<file path="src/rtl/aux_ecc_pkg.sv">
package aux_ecc_pkg;

  typedef enum logic [1:0] {
    SEQ_IDLE  = 2'd0,
    SEQ_ARMED = 2'd1,
    SEQ_SEND  = 2'd2
  } seq_state_t;

  localparam int BYTE_W = 8;

endpackage

</file>
<file path="src/rtl/bch_par_net.sv">
// Parallel form of a right-shifting Galois LFSR, fed least significant bit
// first; the loop unrolls into an XOR network evaluated in one cycle.
module bch_par_net #(
  parameter int DATA_BITS = 56,
  parameter int PAR_BITS  = 8,
  parameter logic [PAR_BITS-1:0] POLY_REFL = 8'h83
) (
  input  logic [DATA_BITS-1:0] data_i,
  output logic [PAR_BITS-1:0]  par_o
);

  logic [PAR_BITS-1:0] state_v;
  logic                fb_v;

  always_comb begin
    state_v = '0;
    fb_v    = 1'b0;
    for (int i = 0; i < DATA_BITS; i++) begin
      fb_v    = data_i[i] ^ state_v[0];
      state_v = (state_v >> 1) ^ (fb_v ? POLY_REFL : '0);
    end
    par_o = state_v;
  end

endmodule

</file>
<file path="src/rtl/aux_pkt_buffer.sv">
module aux_pkt_buffer
  import aux_ecc_pkg::*;
#(
  parameter int HDR_BYTES  = 3,
  parameter int HDR_SLOTS  = 4,
  parameter int BODY_BYTES = 28,
  parameter int ADDR_W     = 6
) (
  input  logic                         clk,
  input  logic                         rst_n,
  input  logic                         we_i,
  input  logic [ADDR_W-1:0]            addr_i,
  input  logic [BYTE_W-1:0]            data_i,
  output logic [HDR_BYTES*BYTE_W-1:0]  hdr_flat_o,
  output logic [BODY_BYTES*BYTE_W-1:0] body_flat_o
);

  logic [BYTE_W-1:0] hdr_q  [HDR_BYTES];
  logic [BYTE_W-1:0] body_q [BODY_BYTES];

  for (genvar h = 0; h < HDR_BYTES; h++) begin : g_hdr
    always_ff @(posedge clk or negedge rst_n) begin
      if (!rst_n) begin
        hdr_q[h] <= '0;
      end else if (we_i && (addr_i == ADDR_W'(h))) begin
        hdr_q[h] <= data_i;
      end
    end
    assign hdr_flat_o[h*BYTE_W +: BYTE_W] = hdr_q[h];
  end

  for (genvar b = 0; b < BODY_BYTES; b++) begin : g_body
    always_ff @(posedge clk or negedge rst_n) begin
      if (!rst_n) begin
        body_q[b] <= '0;
      end else if (we_i && (addr_i == ADDR_W'(HDR_SLOTS + b))) begin
        body_q[b] <= data_i;
      end
    end
    assign body_flat_o[b*BYTE_W +: BYTE_W] = body_q[b];
  end

endmodule

</file>
<file path="src/rtl/aux_tx_seq.sv">
module aux_tx_seq
  import aux_ecc_pkg::*;
(
  input  logic clk,
  input  logic rst_n,
  input  logic arm_i,
  input  logic slot_i,
  input  logic take_i,
  output logic busy_o,
  output logic capture_o,
  output logic valid_o
);

  seq_state_t state_q, state_d;

  always_comb begin
    state_d = state_q;
    unique case (state_q)
      SEQ_IDLE:  if (arm_i)  state_d = SEQ_ARMED;
      SEQ_ARMED: if (slot_i) state_d = SEQ_SEND;
      SEQ_SEND:  if (take_i) state_d = SEQ_IDLE;
      default:               state_d = SEQ_IDLE;
    endcase
  end

  always_ff @(posedge clk or negedge rst_n) begin
    if (!rst_n) state_q <= SEQ_IDLE;
    else        state_q <= state_d;
  end

  assign busy_o    = (state_q != SEQ_IDLE);
  assign capture_o = (state_q == SEQ_ARMED) && slot_i;
  assign valid_o   = (state_q == SEQ_SEND);

endmodule

</file>
<file path="src/rtl/aux_ecc_packer.sv">
module aux_ecc_packer
  import aux_ecc_pkg::*;
#(
  parameter int HDR_BYTES = 3,
  parameter int SUB_COUNT = 4,
  parameter int SUB_BYTES = 7,
  parameter int PAR_BITS  = 8,
  parameter logic [PAR_BITS-1:0] POLY_REFL = 8'h83,
  localparam int HDR_SLOTS   = HDR_BYTES + 1,
  localparam int BODY_BYTES  = SUB_COUNT * SUB_BYTES,
  localparam int ARRAY_BYTES = HDR_SLOTS + BODY_BYTES + SUB_COUNT,
  localparam int ADDR_W      = $clog2(ARRAY_BYTES),
  localparam int HDR_DBITS   = HDR_BYTES * 8,
  localparam int SUB_DBITS   = SUB_BYTES * 8,
  localparam int HDR_W       = HDR_DBITS + PAR_BITS,
  localparam int SUB_W       = SUB_DBITS + PAR_BITS
) (
  input  logic                       clk,
  input  logic                       rst_n,
  input  logic                       wr_valid,
  output logic                       wr_ready,
  input  logic [ADDR_W-1:0]          wr_addr,
  input  logic [7:0]                 wr_data,
  input  logic                       arm,
  output logic                       busy,
  input  logic                       vsync_strobe,
  output logic                       out_valid,
  input  logic                       out_ready,
  output logic [HDR_W-1:0]           out_hdr,
  output logic [SUB_COUNT*SUB_W-1:0] out_sub
);

  logic                  seq_busy;
  logic                  capture;
  logic                  seq_valid;
  logic                  wr_fire;
  logic                  arm_fire;
  logic [HDR_DBITS-1:0]  hdr_flat;
  logic [BODY_BYTES*BYTE_W-1:0] body_flat;
  logic [PAR_BITS-1:0]   hdr_par;
  logic [SUB_COUNT*SUB_W-1:0]   sub_word;
  logic [HDR_W-1:0]      hdr_q;
  logic [SUB_COUNT*SUB_W-1:0]   sub_q;

  assign wr_fire  = wr_valid && !seq_busy;
  assign arm_fire = arm && !seq_busy;

  aux_pkt_buffer #(
    .HDR_BYTES (HDR_BYTES),
    .HDR_SLOTS (HDR_SLOTS),
    .BODY_BYTES(BODY_BYTES),
    .ADDR_W    (ADDR_W)
  ) buf_i (
    .clk        (clk),
    .rst_n      (rst_n),
    .we_i       (wr_fire),
    .addr_i     (wr_addr),
    .data_i     (wr_data),
    .hdr_flat_o (hdr_flat),
    .body_flat_o(body_flat)
  );

  bch_par_net #(
    .DATA_BITS(HDR_DBITS),
    .PAR_BITS (PAR_BITS),
    .POLY_REFL(POLY_REFL)
  ) hdr_par_i (
    .data_i(hdr_flat),
    .par_o (hdr_par)
  );

  for (genvar n = 0; n < SUB_COUNT; n++) begin : g_sub
    logic [SUB_DBITS-1:0] sub_data;
    logic [PAR_BITS-1:0]  sub_par;

    assign sub_data = body_flat[n*SUB_DBITS +: SUB_DBITS];

    bch_par_net #(
      .DATA_BITS(SUB_DBITS),
      .PAR_BITS (PAR_BITS),
      .POLY_REFL(POLY_REFL)
    ) sub_par_i (
      .data_i(sub_data),
      .par_o (sub_par)
    );

    assign sub_word[n*SUB_W +: SUB_W] = {sub_par, sub_data};
  end

  aux_tx_seq seq_i (
    .clk      (clk),
    .rst_n    (rst_n),
    .arm_i    (arm_fire),
    .slot_i   (vsync_strobe),
    .take_i   (out_ready),
    .busy_o   (seq_busy),
    .capture_o(capture),
    .valid_o  (seq_valid)
  );

  always_ff @(posedge clk or negedge rst_n) begin
    if (!rst_n) begin
      hdr_q <= '0;
      sub_q <= '0;
    end else if (capture) begin
      hdr_q <= {hdr_par, hdr_flat};
      sub_q <= sub_word;
    end
  end

  assign busy      = seq_busy;
  assign wr_ready  = !seq_busy;
  assign out_valid = seq_valid;
  assign out_hdr   = hdr_q;
  assign out_sub   = sub_q;

endmodule

</file>
<file path="config.mk">
export PLATFORM = sky130hd
export DESIGN_NAME = aux_ecc_packer
export DESIGN_NICKNAME = d
export VERILOG_FILES = /design/src/rtl/aux_ecc_pkg.sv /design/src/rtl/bch_par_net.sv /design/src/rtl/aux_pkt_buffer.sv /design/src/rtl/aux_tx_seq.sv /design/src/rtl/aux_ecc_packer.sv
export SDC_FILE = /design/constraint.sdc
export NUM_CORES = 1
export LEC_CHECK = 0
export BUFFER_PORTS_ARGS = -buffer_cell sky130_fd_sc_hd__buf_2
export CAP_MARGIN = 20
export CORE_ASPECT_RATIO = 1.25
export CORE_UTILIZATION = 50
export CTS_CLUSTER_SIZE = 40
export DETAILED_ROUTE_END_ITERATION = 10
export HOLD_SLACK_MARGIN = 0.05
export PLACE_DENSITY = 0.8
export SYNTH_ARGS = -nofsm -noshare
export SYNTH_HDL_FRONTEND = slang
export SYNTH_SLANG_ARGS = --single-unit
</file>
<file path="constraint.sdc">
create_clock -name clk -period 4.69 [get_ports clk]
set_clock_uncertainty 0.05 [all_clocks]
set_input_delay 0.2345 -clock clk [delete_from_list [all_inputs] [get_ports clk]]
set_output_delay 0.2345 -clock clk [all_outputs]
set_load 0.01 [all_outputs]
</file>
Word level (Yosys, flattened, before mapping)
Cells that the tools add are included.
{"block": "totals", "reg_bits": 538, "in_bits": 20, "output_inout_bits": 291, "wordCells": 846}
{"block": "classes", "eq_ne": 35, "mux": 252, "bitwise_logic": 486, "reduce_logical": 39}
{"op": "two-way mux 8 bit", "n": 248}
{"op": "XOR 7 x 8 -> 8 bit", "n": 243}
{"op": "XOR 1 bit", "n": 243}
{"op": "== test 6 x 5 -> 1 bit, second input constant", "n": 16}
{"op": "== test 6 x 4 -> 1 bit, second input constant", "n": 8}
{"op": "logical AND 1 bit", "n": 34}
{"op": "== test 6 x 3 -> 1 bit, second input constant", "n": 4}
{"op": "== test 6 x 1 -> 1 bit, second input constant", "n": 1}
{"op": "== test 6 x 2 -> 1 bit, second input constant", "n": 1}
{"op": "zero test 6 bit", "n": 1}
{"op": "two-way mux 2 bit", "n": 3}
{"op": "one-hot mux 2 bit (3 select lines)", "n": 1}
{"op": "inequality test 2 bit, second input constant", "n": 2}
{"op": "AND reduction 3 bit", "n": 1}
{"op": "== test 2 x 1 -> 1 bit, second input constant", "n": 1}
{"op": "== test 2 bit, second input constant", "n": 1}
{"op": "zero test 2 bit", "n": 1}
{"op": "inequality test 2 x 1 -> 1 bit, second input constant", "n": 1}
{"op": "nonzero test 2 bit", "n": 1}
{"op": "zero test 1 bit", "n": 1}

Depth between registers and ports, before layout
{"block": "logic_depth", "ltp_word": 166, "mapped_depth": 12, "ltp_nobuf": 11}

Cells and area by module
Synthesis repeated with hierarchy kept, for this count alone.
{"block": "hier_totals", "cells_unflattened": 1900, "hier_area_um2": 30661.9}
{"module": "aux_ecc_packer", "n_inst": 1, "cells_per_inst": 611, "area_each_um2": 11543.6, "seq_area_each_um2": 7206.9}
{"module": "aux_pkt_buffer", "n_inst": 1, "cells_per_inst": 574, "area_each_um2": 9669.3, "seq_area_each_um2": 6206.0}
{"module": "bch_par_net (g_sub[0].sub_par_i ...)", "n_inst": 4, "cells_per_inst": 162, "area_each_um2": 2155.8, "seq_area_each_um2": 0.0}
{"module": "bch_par_net (hdr_par_i)", "n_inst": 1, "cells_per_inst": 57, "area_each_um2": 725.7, "seq_area_each_um2": 0.0}
{"module": "aux_tx_seq", "n_inst": 1, "cells_per_inst": 10, "area_each_um2": 100.1, "seq_area_each_um2": 50.0}

Worst setup path after synthesis
OpenSTA, ideal clock, no wires.
{"block": "synth_timing", "path_type": "reg-to-reg", "from": "register buf_i.body_q, in the netlist buf_i.body_flat_o[114]", "to": "register sub_q[191], in the netlist out_sub[191]", "arrival_ns": 4.227, "slack_ns": 0.286, "path_stages_with_launch": 12, "n_path_buf": 0, "period_less_slack_ns": 4.404, "path_cell_list": "dfrtp_1 xnor3_2 xnor3_1 xnor3_2 xnor3_2 xor2_2 xnor2_1 xnor3_1 xnor3_2 xnor3_2 xnor2_1 o21ai_1"}
{"block": "synth_between", "elab_chain_len": 162}
{"item": "start, declared", "line": "aux_pkt_buffer.sv:19", "text": "logic [BYTE_W-1:0] body_q [BODY_BYTES];"}
{"item": "start signal, assigned by index", "line": "aux_pkt_buffer.sv:37", "text": "body_q[b] <= data_i;"}
{"item": "XOR 1 bit (*)", "line": "bch_par_net.sv:19", "text": "fb_v = data_i[i] ^ state_v[0];"}
{"item": "two-way mux 8 bit (*)", "line": "bch_par_net.sv:20", "text": "state_v = (state_v >> 1) ^ (fb_v ? POLY_REFL : '0);"}
{"item": "XOR 7 x 8 -> 8 bit (*)", "line": "bch_par_net.sv:20"}
{"item": "XOR 1 bit", "line": "bch_par_net.sv:19"}
{"item": "two-way mux 8 bit", "line": "bch_par_net.sv:20"}
{"item": "XOR 7 x 8 -> 8 bit (*)", "line": "bch_par_net.sv:20"}
{"item": "XOR 1 bit", "line": "bch_par_net.sv:19"}
{"item": "two-way mux 8 bit", "line": "bch_par_net.sv:20"}
{"item": "(+146 left out)"}
{"item": "two-way mux 8 bit", "line": "bch_par_net.sv:20"}
{"item": "XOR 7 x 8 -> 8 bit (*)", "line": "bch_par_net.sv:20"}
{"item": "XOR 1 bit", "line": "bch_par_net.sv:19"}
{"item": "two-way mux 8 bit", "line": "bch_par_net.sv:20"}
{"item": "XOR 7 x 8 -> 8 bit (*)", "line": "bch_par_net.sv:20"}
{"item": "XOR 1 bit (*)", "line": "bch_par_net.sv:19"}
{"item": "two-way mux 8 bit (*)", "line": "bch_par_net.sv:20"}
{"item": "XOR 7 x 8 -> 8 bit (*)", "line": "bch_par_net.sv:20"}
{"item": "end signal, assigned", "line": "aux_ecc_packer.sv:107", "text": "sub_q <= sub_word;"}
{"item": "end, declared", "line": "aux_ecc_packer.sv:43", "text": "logic [SUB_COUNT*SUB_W-1:0] sub_q;"}
Mark *: on every way between the ends. The rest lies on a longest branch, timed or not.
A chain may end at the register's enable or synchronous reset.

Worst setup path in the final report
{"block": "layout_timing", "from": "register buf_i.body_q, in the netlist buf_i.body_flat_o[118]", "to": "register sub_q[191], in the netlist out_sub[191]"}
{"block": "layout_between", "elab_chain_len": 150}
{"item": "XOR 1 bit (*)", "line": "bch_par_net.sv:19"}
{"item": "two-way mux 8 bit (*)", "line": "bch_par_net.sv:20"}
{"item": "XOR 7 x 8 -> 8 bit (*)", "line": "bch_par_net.sv:20"}
{"item": "XOR 1 bit", "line": "bch_par_net.sv:19"}
{"item": "two-way mux 8 bit", "line": "bch_par_net.sv:20"}
{"item": "XOR 7 x 8 -> 8 bit (*)", "line": "bch_par_net.sv:20"}
{"item": "XOR 1 bit", "line": "bch_par_net.sv:19"}
{"item": "two-way mux 8 bit", "line": "bch_par_net.sv:20"}
{"item": "(+134 left out)"}
{"item": "two-way mux 8 bit", "line": "bch_par_net.sv:20"}
{"item": "XOR 7 x 8 -> 8 bit (*)", "line": "bch_par_net.sv:20"}
{"item": "XOR 1 bit", "line": "bch_par_net.sv:19"}
{"item": "two-way mux 8 bit", "line": "bch_par_net.sv:20"}
{"item": "XOR 7 x 8 -> 8 bit (*)", "line": "bch_par_net.sv:20"}
{"item": "XOR 1 bit (*)", "line": "bch_par_net.sv:19"}
{"item": "two-way mux 8 bit (*)", "line": "bch_par_net.sv:20"}
{"item": "XOR 7 x 8 -> 8 bit (*)", "line": "bch_par_net.sv:20"}
Marked as above.

==> run metrics <==
vias per cell=5.29; ant diodes=0; min-delay src=wr_addr[3]; Synth area leaders=dfrtp_1, mux2_2, xnor2_1, xnor3_1, xor2_1; Synthesis Warnings=0; first-pass GRT wire length=101000 um; Syn Std Cell Area=0.0270 sq mm; RePlAce Congestion=between 0.8 and 0.9; Buffers on Ports=310; Setup Viol. Count Final=0; Die Y=262 um; Hold WC Path Type=in -> reg; GRT Util Overall=24.2%; Setup TNS=0 ns; placed wire-length estimate=approximately 46000 um; met1 wire length=~28000 um; io pins=311; final WL=65800 um; normalized max-slew margin=25.9%; Cell Rows=94; Reg2Reg Setup Slack=roughly 0.22 ns; post-layout min period=between 4 and 5 ns; outcome=finished, final reports clean; nets=2186; CTS Sinks=538; worst r2r dst=out_sub[191]; # H-tree levels=2; die area=between 0.05 and 0.06 sq mm; Max Cap Violations=0; Initial Util=between 50% and 60%; Reg clk slew, reported paths=0.06 ns; CP endpoint kind=register; grt ovf=0; Worst-Skew Late Latency=0.61 ns; Avg Inst Size Synth=about 15 sq um; worst r2r src=buf_i.body_flat_o[118]; post-route clock period utilization=95.3%; Synth area leader=dfrtp_1; share of layout cells above drive strength 1=42.6%; CP max FO=4; pin count of the biggest net entering global routing=approximately 120; met3 wire length=between 2000 and 3000 um; top cells by count, synth=dfrtp_1, mux2_2, xnor2_1, xor2_1, xnor3_1; initial antenna violation count=0; count leader, synth=dfrtp_1; Hold Crit Depth=4; Vias=roughly 15000; drt drc=0; post-CTS setup buffers=0; clk buf depth=3; Worst Tran Pin Value=1.11 ns; path depth of the worst reg2reg path=11; Synth-to-Final Area Change=15.6%; Starting DRT DRC Count=749; CTS tree=done; wire per inst=around 22 um; Required @ worst endpoint=5.11 ns; Syn Nets=~1900; Worst EP arrival=4.89 ns; WL met2=34000 um; crit path kind=reg -> reg; drt first pass iters=4; #FFs+latches synth=538; Pins Over Slew Limit=0; final hold violations=0; Seq/Total Area, Yosys=49.8%; Synth top area share=between 40% and 50%; unrepaired setup endpoints after global routing=false; fmax=224 MHz; vias in the first global route=about 17000; Die X-Extent=210 um; Routed Antenna Nets=0; startpoint types=register; core area=0.0530 sq mm; Synth cell types=28; total CTS buffers=52; Synth Flop Type=dfrtp_1; Async S/R FF share, synth=between 90% and 100%; EDFF count, synth=0; Synth Instances=1855; hold endpoint=buf_i.hdr_flat_o[6]; Root Buffer Master=clkbuf_16; DR top layer=met4
-- worst max-delay path, cell delays in order, from the launching register on --
cell and delay (ns):
dfrtp_1 0.42, xnor3_2 0.49, xnor3_1 0.44, xnor3_2 0.42, xnor3_2 0.48, xor2_2 0.32
xnor2_2 0.17, xnor3_1 0.45, xnor3_2 0.46, xnor3_2 0.40, xnor2_1 0.18, o21ai_1 0.07
-- layout make-up --
cell class	count	area (sq um)
Timing Repair Buffer	338	1880
Clock buffer	77	1560
Multi-Input combinational cell	1233	13300
Sequential cell	538	13500
Tap cell	720	901
Clock inverter	18	174
Fill cell	4141	21800
Inverter	3	11.3
-- cells by family (layout without fill, tap and decap cells) --
logic type	after synthesis	after routing	synth area share (%)
XOR/XNOR	606	606	26.1
flip-flops	538	538	49.8
multiplexers	498	498	20.7
AND/OR/NAND/NOR	89	89	1.37
buffers and inverters	84	436	1.22
AO/OA/AOI/OAI	40	40	0.750
-- sequential cells by signal (all words and copies together), names as in the netlist --
signal / count
seq_i.state_q: 2
out_hdr: 32
buf_i.body_flat_o: 224
out_sub: 256
buf_i.hdr_flat_o: 24
-- per-stage QoR --
stage | std cells | setup WS [ns] | utilization [%] | hold WS (ns) | cell area, sq um
global route | 2927 | 0.00298 | 58.9 | 0.219 | 31300
floorplan | 1855 | 0.286 | - | -0.111 | 27000
global placement | 2827 | 0.205 | 55.5 | 0.291 | 29400
finish | 2927 | 0.219 | 58.9 | 0.223 | 31300
CTS | 2926 | 0.106 | 58.8 | 0.188 | 31200
detailed placement | 2827 | 0.123 | 55.5 | 0.302 | 29400
-- layer usage --
metal	global-route usage [%]	vias to the layer above
met5	0	-
met4	6.43	0
met1	31.0	8123
li1	-	6932
met3	3.55	93
met2	43.1	348
-- how the worst max path moves through the flow --
stage	start	depth (start not counted)	to	slack, ns
global placement	buf_i.body_flat_o[114]	11	out_sub[191]	0.21
CTS	buf_i.body_flat_o[114]	11	out_sub[191]	0.11
detailed placement	buf_i.body_flat_o[114]	11	out_sub[191]	0.12
global route	buf_i.body_flat_o[56]	11	out_sub[126]	0.003
finish	buf_i.body_flat_o[118]	11	out_sub[191]	0.22
floorplan	buf_i.body_flat_o[114]	11	out_sub[191]	0.29
-- layout by cell type (no fill, tap or decap), drive strengths merged --
master / n
a211oi: 1
buf: 334
bufinv: 2
clkbuf: 77
clkinv: 11
clkinvlp: 3
dfrtp: 538
dlygate4sd3: 4
inv: 5
mux2: 498
nand2: 54
nand2b: 3
nand3: 5
nand3b: 1
nand4b: 1
nor2: 18
nor2b: 2
nor3: 4
nor4b: 1
o21ai: 39
xnor2: 369
xnor3: 104
xor2: 115
xor3: 18
-- repair_timing --
item	4_1_cts	5_1_grt
endpoints found under the hold margin	96	0
hold buffers	4	0
gates resized for setup	0	5
setup endpoints to repair	0	5
Power is not shown: default switching activity piles up to over one toggle a cycle in this logic, so the estimate is an artifact.
